File: config.mk
export PLATFORM = sky130hd
export DESIGN_NAME = fbfb_link
export DESIGN_NICKNAME = d
export VERILOG_FILES = /design/src/rtl/fbfb_pkg.sv /design/src/rtl/fbfb_tx.sv /design/src/rtl/fbfb_rx_front.sv /design/src/rtl/fbfb_rx_dec.sv /design/src/rtl/fbfb_link.sv
export SDC_FILE = /design/constraint.sdc
export NUM_CORES = 1
export LEC_CHECK = 0
export ABC_CLOCK_PERIOD_IN_PS = 1400
export BUFFER_PORTS_ARGS = -buffer_cell sky130_fd_sc_hd__buf_2
export CAP_MARGIN = 20
export CORE_MARGIN = 5
export CORE_UTILIZATION = 52
export CTS_CLUSTER_DIAMETER = 50
export DETAILED_ROUTE_END_ITERATION = 8
export PLACE_DENSITY = 0.76
export SLEW_MARGIN = 0
export SYNTH_ARGS = -nofsm -noshare
export SYNTH_HDL_FRONTEND = slang
export SYNTH_SLANG_ARGS = --single-unit
File: constraint.sdc
create_clock -name clk -period 1.4 [get_ports clk]
set_clock_uncertainty 0.05 [all_clocks]
set_input_delay 0.35 -clock clk [delete_from_list [all_inputs] [get_ports clk]]
set_output_delay 0.35 -clock clk [all_outputs]
set_load 0.005 [all_outputs]
File: src/rtl/fbfb_pkg.sv
package fbfb_pkg;
  localparam int NIB_W = 4;
  localparam int GRP_W = 5;
  localparam int IDX_W = $clog2(GRP_W);
  localparam int NUM_NIB = 1 << NIB_W;

  localparam logic [GRP_W-1:0] GRP_IDLE = 5'b11111;
  localparam logic [GRP_W-1:0] GRP_DEAD = 5'b00000;
  localparam logic [GRP_W-1:0] GRP_HALT = 5'b00100;

  typedef enum logic [1:0] {
    CS_IDLE  = 2'd0,
    CS_DEAD  = 2'd1,
    CS_HALT  = 2'd2,
    CS_SPARE = 2'd3
  } ctl_sym_e;

  typedef enum logic [1:0] {
    GK_DATA = 2'd0,
    GK_CTRL = 2'd1,
    GK_BAD  = 2'd2
  } grp_kind_e;

  typedef struct packed {
    grp_kind_e        kind;
    logic [NIB_W-1:0] val;
  } grp_info_t;

  // nibble to code group substitution
  function automatic logic [GRP_W-1:0] enc_nibble(input logic [NIB_W-1:0] n);
    logic [GRP_W-1:0] g;
    case (n)
      4'h0: g = 5'b11110;
      4'h1: g = 5'b01001;
      4'h2: g = 5'b10100;
      4'h3: g = 5'b10101;
      4'h4: g = 5'b01010;
      4'h5: g = 5'b01011;
      4'h6: g = 5'b01110;
      4'h7: g = 5'b01111;
      4'h8: g = 5'b10010;
      4'h9: g = 5'b10011;
      4'hA: g = 5'b10110;
      4'hB: g = 5'b10111;
      4'hC: g = 5'b11010;
      4'hD: g = 5'b11011;
      4'hE: g = 5'b11100;
      default: g = 5'b11101;
    endcase
    return g;
  endfunction

  function automatic logic [GRP_W-1:0] enc_ctrl(input logic [1:0] c);
    logic [GRP_W-1:0] g;
    case (ctl_sym_e'(c))
      CS_DEAD: g = GRP_DEAD;
      CS_HALT: g = GRP_HALT;
      default: g = GRP_IDLE;
    endcase
    return g;
  endfunction

  // reverse lookup: data, control or illegal
  function automatic grp_info_t classify(input logic [GRP_W-1:0] g);
    grp_info_t r;
    r.kind = GK_BAD;
    r.val  = '0;
    if (g == GRP_IDLE) begin
      r.kind = GK_CTRL;
      r.val  = NIB_W'(CS_IDLE);
    end else if (g == GRP_DEAD) begin
      r.kind = GK_CTRL;
      r.val  = NIB_W'(CS_DEAD);
    end else if (g == GRP_HALT) begin
      r.kind = GK_CTRL;
      r.val  = NIB_W'(CS_HALT);
    end else begin
      for (int i = 0; i < NUM_NIB; i++) begin
        if (enc_nibble(NIB_W'(i)) == g) begin
          r.kind = GK_DATA;
          r.val  = NIB_W'(i);
        end
      end
    end
    return r;
  endfunction

  // level after sending one bit
  function automatic logic nrzi_step(input logic level, input logic b);
    return level ^ b;
  endfunction

  // bit recovered from two successive levels
  function automatic logic nrzi_recover(input logic now_lvl, input logic prev_lvl);
    return now_lvl != prev_lvl;
  endfunction
endpackage

File: src/rtl/fbfb_tx.sv
module fbfb_tx
  import fbfb_pkg::*;
#(
  parameter logic LINE_RST = 1'b0
) (
  input  logic             clk,
  input  logic             rst_n,
  input  logic             tx_valid,
  input  logic             tx_ctrl,
  input  logic [NIB_W-1:0] tx_data,
  output logic             tx_ready,
  output logic             line_out,
  output logic             cur_bit,
  output logic [GRP_W-1:0] cur_grp
);
  localparam logic [IDX_W-1:0] LAST_IDX = IDX_W'(GRP_W - 1);

  logic [IDX_W-1:0] idx_q;
  logic [GRP_W-1:0] shf_q;
  logic [GRP_W-1:0] grp_q;
  logic             line_q;
  logic             at_last;
  logic [GRP_W-1:0] next_grp;

  assign at_last  = (idx_q == LAST_IDX);
  assign tx_ready = at_last;
  assign cur_bit  = shf_q[GRP_W-1];
  assign cur_grp  = grp_q;
  assign line_out = line_q;

  always_comb begin
    if (!tx_valid)    next_grp = GRP_IDLE;
    else if (tx_ctrl) next_grp = enc_ctrl(tx_data[1:0]);
    else              next_grp = enc_nibble(tx_data);
  end

  always_ff @(posedge clk) begin
    if (!rst_n) begin
      idx_q  <= '0;
      shf_q  <= GRP_IDLE;
      grp_q  <= GRP_IDLE;
      line_q <= LINE_RST;
    end else begin
      line_q <= nrzi_step(line_q, cur_bit);
      if (at_last) begin
        idx_q <= '0;
        shf_q <= next_grp;
        grp_q <= next_grp;
      end else begin
        idx_q <= idx_q + 1'b1;
        shf_q <= {shf_q[GRP_W-2:0], 1'b0};
      end
    end
  end
endmodule

File: src/rtl/fbfb_rx_front.sv
module fbfb_rx_front
  import fbfb_pkg::*;
#(
  parameter logic LINE_RST = 1'b0
) (
  input  logic             clk,
  input  logic             rst_n,
  input  logic             line_in,
  output logic             rx_bit,
  output logic [GRP_W-1:0] grp_now
);
  logic             prev_q;
  logic [GRP_W-2:0] hist_q;

  assign rx_bit  = nrzi_recover(line_in, prev_q);
  assign grp_now = {hist_q, rx_bit};

  always_ff @(posedge clk) begin
    if (!rst_n) begin
      prev_q <= LINE_RST;
      hist_q <= '0;
    end else begin
      prev_q <= line_in;
      hist_q <= grp_now[GRP_W-2:0];
    end
  end
endmodule

File: src/rtl/fbfb_rx_dec.sv
module fbfb_rx_dec
  import fbfb_pkg::*;
(
  input  logic             clk,
  input  logic             rst_n,
  input  logic             align,
  input  logic [GRP_W-1:0] grp,
  output logic             rx_valid,
  output logic             rx_ctrl,
  output logic [NIB_W-1:0] rx_data,
  output logic             rx_invalid
);
  grp_info_t info;

  assign info = classify(grp);

  always_ff @(posedge clk) begin
    if (!rst_n) begin
      rx_valid   <= 1'b0;
      rx_ctrl    <= 1'b0;
      rx_data    <= '0;
      rx_invalid <= 1'b0;
    end else begin
      rx_valid   <= align;
      rx_ctrl    <= align && (info.kind == GK_CTRL);
      rx_invalid <= align && (info.kind == GK_BAD);
      rx_data    <= (align && info.kind != GK_BAD) ? info.val : '0;
    end
  end
endmodule

File: src/rtl/fbfb_link.sv
module fbfb_link
  import fbfb_pkg::*;
#(
  parameter logic LINE_RST = 1'b0
) (
  input  logic       clk,
  input  logic       rst_n,
  input  logic       tx_valid,
  input  logic       tx_ctrl,
  input  logic [3:0] tx_data,
  output logic       tx_ready,
  output logic       line_out,
  input  logic       rx_line_in,
  input  logic       rx_align,
  output logic       rx_valid,
  output logic       rx_ctrl,
  output logic [3:0] rx_data,
  output logic       rx_invalid
);
  // named internal events for the checker
  logic             tx_bit;
  logic [GRP_W-1:0] tx_grp;
  logic             rx_bit;
  logic [GRP_W-1:0] rx_grp;

  fbfb_tx #(.LINE_RST(LINE_RST)) u_tx (
    .clk      (clk),
    .rst_n    (rst_n),
    .tx_valid (tx_valid),
    .tx_ctrl  (tx_ctrl),
    .tx_data  (tx_data),
    .tx_ready (tx_ready),
    .line_out (line_out),
    .cur_bit  (tx_bit),
    .cur_grp  (tx_grp)
  );

  fbfb_rx_front #(.LINE_RST(LINE_RST)) u_rxf (
    .clk     (clk),
    .rst_n   (rst_n),
    .line_in (rx_line_in),
    .rx_bit  (rx_bit),
    .grp_now (rx_grp)
  );

  fbfb_rx_dec u_rxd (
    .clk        (clk),
    .rst_n      (rst_n),
    .align      (rx_align),
    .grp        (rx_grp),
    .rx_valid   (rx_valid),
    .rx_ctrl    (rx_ctrl),
    .rx_data    (rx_data),
    .rx_invalid (rx_invalid)
  );
endmodule

==> impl_metrics.csv, run 1 <==
group,metric,value,unit
run_status,status,"finished with violations",
run_status,violations,"negative setup slack",
sta,max_freq,686.7,MHz
global_routing,grt_pass1_wl,3387,um
placement,placedCellCount,139,
synth,yosysSeqAreaShare,45.47,%
floorplanning,num_rows,15,
cells_and_area,area_growth,25.44,%
power,power_frac_clock,25.1,%
placement,dp_hpwl,1333,um
sta,setup_viol,1,
sta,grt_setup_unrepaired,"yes",
synth,synth.distinct_cells,32,
floorplanning,dieWidth,52.17,um
synth,synth_area_leaders,"dfxtp_1 (45%), ha_1 (6.8%), xnor2_1 (4.7%)",
power,pwr-share-comb,16.9,%
synth,synthArstFlopShare,0,%
clock_tree,cts_sinks,21,
power,p_switching,296.1,uW
floorplanning,die_h,52.17,um
setup_path,reg2reg_from,"u_rxf.hist_q[3]",
sta,fin_crit_sh,104.0,%
global_routing,overflow,0,
power,leakagePower,0.5423,nW
route,num_vias,772,
setup_path,path_max_fanout,2,
clock_tree,insertion_delay,0.30,ns
power,intPower,846.7,uW
setup_path,r2r_slack,0.07,ns
power,pwr-share-seq,58.0,%
synth,synth_edf_count,0,
route,wl_per_cell,13.11,um
route,drt_iter0_markers,15,
synth,yosysWarnings,0,
setup_path,cp-start-kind,"flip-flop",
clock_tree,htree_levels,1,
sta,layout_setup_ws,-0.05623,ns
power,p_sw_share,25.91,%
route,dr.pass1.iters,4,
setup_path,rr_worst_depth,3,
setup_path,worst_setup_path_end_kind,"output port",
route,drc_errors,0,
clock_tree,numCtsBuffers,3,
route,ant_nets,0,
synth,avgSynthCellArea,9.532,um2
floorplanning,die-area,2722,um2
synth,ys_ff_latch,21,
power,vdd_drop_max,0.0007720,V
floorplanning,ioPinCount,19,
global_routing,grt_usage,16.68,%
min_path,hp-class,"in -> reg",
synth,synth_top_cell_by_area,"dfxtp_1",
power,power_density,985.3,nW/um2
synth,syn-instance-count,97,
cells_and_area,diodes,0,
route,avgViaCountPerCell,5.181,
placement,io_buffer_count,18,
setup_path,required,1.00,ns
cells_and_area,nets,140,
sta,setup_tns,-0.05623,ns
sta,min_period,1.456,ns
placement,dpl_worst_slack,-0.06797,ns
synth,synth_area,924.6,um2
global_routing,grt_antenna_before_repair,0,
clock_tree,root_buffer,"clkbuf_4",
floorplanning,start_util,54.14,%
setup_path,worstSetupPathType,"reg -> out",
sta,hold_viol_final,0,
floorplanning,core_area,1708,um2
clock_tree,cts_tree,"yes",
cells_and_area,post_layout_nonfiller_instances,149,
route,totalWireLength,1953,um
sta,slew_headroom,75.39,%
min_path,min_from,"rx_line_in",
min_path,hold_end,"u_rxf.prev_q",
synth,syn-num-nets,112,
synth,ys.flop_type,"dfxtp_1",
placement,place.gp.congestion,0.8488,
global_routing,grt_max_degree,13,
power,p_total,1.143,mW
clock_tree,clock_path_buffers,2,
setup_path,r2r_end,"u_rxd.rx_data[0]",
setup_path,crit_arrival,1.06,ns
job,drv_cap,0,
clock_tree,path_clk_slew,0.12,ns
synth,netlist.area_leader.share,45.47,%
sta,worst_slew_pin_slew,0.3686,ns
cells_and_area,drive_above_1_share,33.06,%
min_path,min_path_cells,2,
sta,maxSlewViolCount,0,
global_routing,first_global_vias,783,
logic make-up (layout without fill, tap and decap cells):
group | count (synthesis) | after routing | synth area share [%]
buffers and inverters | 12 | 39 | 5.277
flip-flops | 21 | 21 | 45.47
adder cells (fa/ha/maj) | 5 | 5 | 6.766
AND/OR/NAND/NOR | 34 | 34 | 20.03
AO/OA/AOI/OAI | 18 | 18 | 14.89
multiplexers | 1 | 1 | 1.083
XOR/XNOR | 6 | 6 | 6.496
worst max-delay path by stage:
stage | from | endpoint | slack, ns | cells past startpoint
floorplan | tx_data[1] | u_tx.shf_q[1] | 0.14 | 5
CTS | u_tx.idx_q[1] | tx_ready | -0.06 | 5
detailed placement | tx_data[1] | u_tx.shf_q[1] | -0.07 | 6
finish | u_tx.idx_q[1] | tx_ready | -0.06 | 5
global placement | tx_data[1] | u_tx.shf_q[1] | -0.01 | 6
global route | u_tx.idx_q[0] | tx_ready | -0.11 | 5
cells in the final DEF (no fill, tap or decap), types with 2 or more instances in the layout:
| cell | synthesis | final |
|---|---|---|
| dfxtp_1 | 21 | 19 |
| clkbuf_4 | 0 | 3 |
| ha_1 | 5 | 4 |
| nand2_4 | 0 | 2 |
| o21ai_0 | 4 | 4 |
| nor3_1 | 2 | 2 |
| nor2_1 | 7 | 7 |
| a311oi_1 | 3 | 3 |
| inv_2 | 0 | 2 |
| buf_4 | 0 | 9 |
| buf_2 | 3 | 17 |
| inv_1 | 8 | 5 |
| dfxtp_2 | 0 | 2 |
| nand2_1 | 7 | 5 |
| o21a_1 | 3 | 3 |
| o22a_1 | 3 | 3 |
| xnor2_1 | 5 | 5 |
| and3_1 | 3 | 3 |
| and2_1 | 5 | 5 |
per-layer routing:
metal	GRT usage, %	part of all wire [%]	vias to the layer above
met4	5.957	1.6	0
met1	17.11	41	362
met5	0	0	-
met2	32.01	53	16
li1	-	-	388
met3	4.274	4.6	6
flip-flops by register name, indices dropped and copies added (netlist names):
signal	count
u_rxd.rx_ctrl	1
u_rxd.rx_data	4
u_rxd.rx_invalid	1
u_rxd.rx_valid	1
u_rxf.hist_q	4
u_rxf.prev_q	1
u_tx.idx_q	3
u_tx.line_out	1
u_tx.shf_q	5
per-stage QoR:
stage	utilization (%)	hold slack (ns)	cell area, um2
after global routing	67.91	0.2427	1160
after global placement	61.47	0.3709	1050
after CTS	66.67	0.2442	1139
after floorplan	-	0.3632	924.6
final	67.91	0.2490	1160
after detailed placement	61.47	0.3868	1050
power by group through the flow:
| stage | clock (mW) | combinational, mW | sequential [mW] |
|---|---|---|---|
| finish | 0.287 | 0.193 | 0.663 |
| global route | 0.333 | 0.218 | 0.668 |
| CTS | 0.294 | 0.180 | 0.662 |
| detailed placement | 0 | 0.149 | 0.673 |
| global placement | 0 | 0.144 | 0.671 |
| floorplan | 0 | 0.101 | 0.662 |
area by class of cell:
type,count,area [um2]
Fill cell,142,548.0
Inverter,8,32.53
Clock buffer,4,26.28
Multi-Input combinational cell,64,483.0
Timing Repair Buffer,27,163.9
Sequential cell,21,422.9
Tap cell,25,31.28
Yosys cell counts (2+ instances only):
cell / count
nand2_1: 7
inv_1: 8
a311oi_1: 3
o21a_1: 3
and3_1: 3
o22a_1: 3
nor3_1: 2
nor2_1: 7
o21ai_0: 4
and2_1: 5
buf_2: 3
xnor2_1: 5
dfxtp_1: 21
ha_1: 5
worst max-delay path, cell delays in order, from the launching register on:
cell and delay, ns:
dfxtp_2 0.35, inv_2 0.04, ha_4 0.15, nand2_4 0.07
inv_4 0.04, buf_6 0.10
what timing repair did:
item                                   4_1_cts  5_1_grt
gates resized for setup                      8        5
buffers inserted                             6        1
setup endpoints to repair                    1        4
pin swaps                                    1        1
endpoints found under the hold margin        0        0
hold buffers                                 0        0
(Power assumes the default switching activity.)
==> run 2, diff against run 1 <==
--- a/config.mk
+++ b/config.mk
@@ -6,13 +6,13 @@
 export NUM_CORES = 1
 export LEC_CHECK = 0
 export ABC_CLOCK_PERIOD_IN_PS = 1400
-export BUFFER_PORTS_ARGS = -buffer_cell sky130_fd_sc_hd__buf_2
+export BUFFER_PORTS_ARGS = -buffer_cell sky130_fd_sc_hd__buf_4
 export CAP_MARGIN = 20
 export CORE_MARGIN = 5
 export CORE_UTILIZATION = 52
 export CTS_CLUSTER_DIAMETER = 50
 export DETAILED_ROUTE_END_ITERATION = 8
-export PLACE_DENSITY = 0.76
+export PLACE_DENSITY = 0.75
 export SLEW_MARGIN = 0
 export SYNTH_ARGS = -nofsm -noshare
 export SYNTH_HDL_FRONTEND = slang
==> impl_metrics.csv, run 2 (synthesis results as in run 1) <==
group,metric,value,unit
power,vdd_drop_max,0.0007819,V
route,ant_nets,0,
job,drv_cap,0,
sta,maxSlewViolCount,0,
min_path,min_from,"rx_line_in",
route,drc_errors,0,
global_routing,grt_max_degree,13,
sta,fin_crit_sh,104.3,%
setup_path,worst_setup_path_end_kind,"output port",
sta,setup_tns,-0.05957,ns
clock_tree,root_buffer,"clkbuf_4",
setup_path,critPathLaunch,"u_tx.idx_q[0]",
sta,worst_slew_pin_slew,0.3442,ns
global_routing,grt_antenna_before_repair,0,
sta,hold_viol_final,0,
clock_tree,numCtsBuffers,3,
cells_and_area,final_common_cell,"buf_4",
clock_tree,htree_levels,1,
placement,place.gp.congestion,0.7900,
placement,dpl-instance-area,1080,um2
floorplanning,die-area,2722,um2
min_path,hp-class,"in -> reg",
route,dr.pass1.iters,4,
route,drt_iter0_markers,12,
clock_tree,clock_path_buffers,2,
cells_and_area,post_layout_nonfiller_instances,146,
route,wl_per_cell,11.71,um
run_status,violations,"negative setup slack",
sta,slew_headroom,76.84,%
cells_and_area,max_flop_register,"u_tx.shf_q",
floorplanning,core_area,1708,um2
global_routing,grt_usage,13.65,%
min_path,hold_end,"u_rxf.prev_q",
sta,grt_setup_unrepaired,"yes",
min_path,min_path_cells,2,
run_status,status,"finished with violations",
cells_and_area,top_regs,"u_tx.shf_q (5), u_rxd.rx_data (4), u_rxf.hist_q (4)",
route,num_vias,754,
route,totalWireLength,1710,um
global_routing,first_global_vias,657,
clock_tree,path_clk_slew,0.11,ns
setup_path,crit_arrival,1.06,ns
floorplanning,dieWidth,52.17,um
setup_path,worstSetupPathType,"reg -> out",
cells_and_area,fill_cells,140,
setup_path,path_max_fanout,2,
global_routing,grt_pass1_wl,2691,um
floorplanning,start_util,54.14,%
power,leakagePower,0.5369,nW
route,avgViaCountPerCell,5.164,
setup_path,r2r_end,"u_tx.shf_q[3]",
clock_tree,insertion_delay,0.30,ns
placement,io_buffer_count,18,
clock_tree,cts_sinks,21,
setup_path,cp-start-kind,"flip-flop",
cells_and_area,final_cell_mix,"buf_4 (23), dfxtp_1 (19), nor2_1 (7)",
setup_path,required,1.00,ns
floorplanning,num_rows,15,
setup_path,reg2reg_from,"u_tx.idx_q[0]",
cells_and_area,area_growth,26.93,%
floorplanning,die_h,52.17,um
cells_and_area,nets,137,
cells_and_area,drive_above_1_share,32.23,%
sta,min_period,1.460,ns
cells_and_area,diodes,0,
sta,layout_setup_ws,-0.05957,ns
clock_tree,cts.hold.buffers_added,0,
floorplanning,ioPinCount,19,
sta,max_freq,685.1,MHz
cells_and_area,fin_area,1174,um2
power,power_density,970.2,nW/um2
placement,placedCellCount,137,
sta,setup_viol,1,
placement,dp_hpwl,1181,um
global_routing,overflow,0,
clock_tree,cts_tree,"yes",
setup_path,rr_worst_depth,8,
cells_and_area,largest_reg_flops,5,
setup_path,r2r_slack,0.07,ns
-- run 2: cell types whose count changed in the layout (fill, tap and decap cells not counted), sizes merged --
cell / change
buf: -3
clkbuf: -1
clkinv: +1
-- run 2: per-stage QoR --
step | setup WS, ns | hold WS, ns | power [mW] | util, %
after floorplan | 0.1405 | 0.3632 | 0.7628 | -
after global placement | 0.002575 | 0.3697 | 0.8228 | 63.22
after detailed placement | -0.04136 | 0.3821 | 0.8303 | 63.22
after CTS | -0.04670 | 0.2248 | 1.136 | 69.16
after global routing | -0.09709 | 0.2166 | 1.203 | 68.72
final | -0.05957 | 0.2211 | 1.139 | 68.72
-- run 2: final cells by class --
type                       instances  area, um2  area share (%)
multi-input combinational         64      478.0           40.72
sequential                        21      422.9           36.03
timing repair buffer              24      183.9           15.67
inverter                           8      30.03           2.559
clock inverter                     1      5.005          0.4264
tap                               25      31.28           2.665
clock buffer                       3      22.52           1.919
-- run 2: critical path, cell delays in order, from the launching register on --
cell	delay, ns
dfxtp_2	0.35
inv_2	0.05
ha_4	0.16
nand2_4	0.05
inv_2	0.04
buf_6	0.11
-- run 2: how the worst max path moves through the flow --
stage	to	slack (ns)	depth (start not counted)
after floorplan	u_tx.shf_q[1]	0.14	5
after global placement	u_tx.shf_q[2]	0.003	6
after detailed placement	u_tx.shf_q[1]	-0.04	6
after CTS	tx_ready	-0.05	5
after global routing	tx_ready	-0.1	5
final	tx_ready	-0.06	5
-- run 2: power by group --
part / switching [mW] / total (mW) / internal, mW
sequential: 0.0280 / 0.662 / 0.634
combinational: 0.0860 / 0.192 / 0.106
clock: 0.178 / 0.285 / 0.107
-- run 2: per-layer routing --
layer,vias to the layer above,GRT usage (%),share of wire [%]
met1,338,15.96,45
met5,-,0,0
met4,0,9.787,3.2
li1,385,-,-
met3,7,3.134,5.3
met2,24,21.76,46
-- run 2: timing repair --
action	4_1_cts	5_1_grt
setup endpoints to repair	1	6
buffers inserted	7	0
resized for setup	9	2
cloned	0	0
pin swaps	3	2
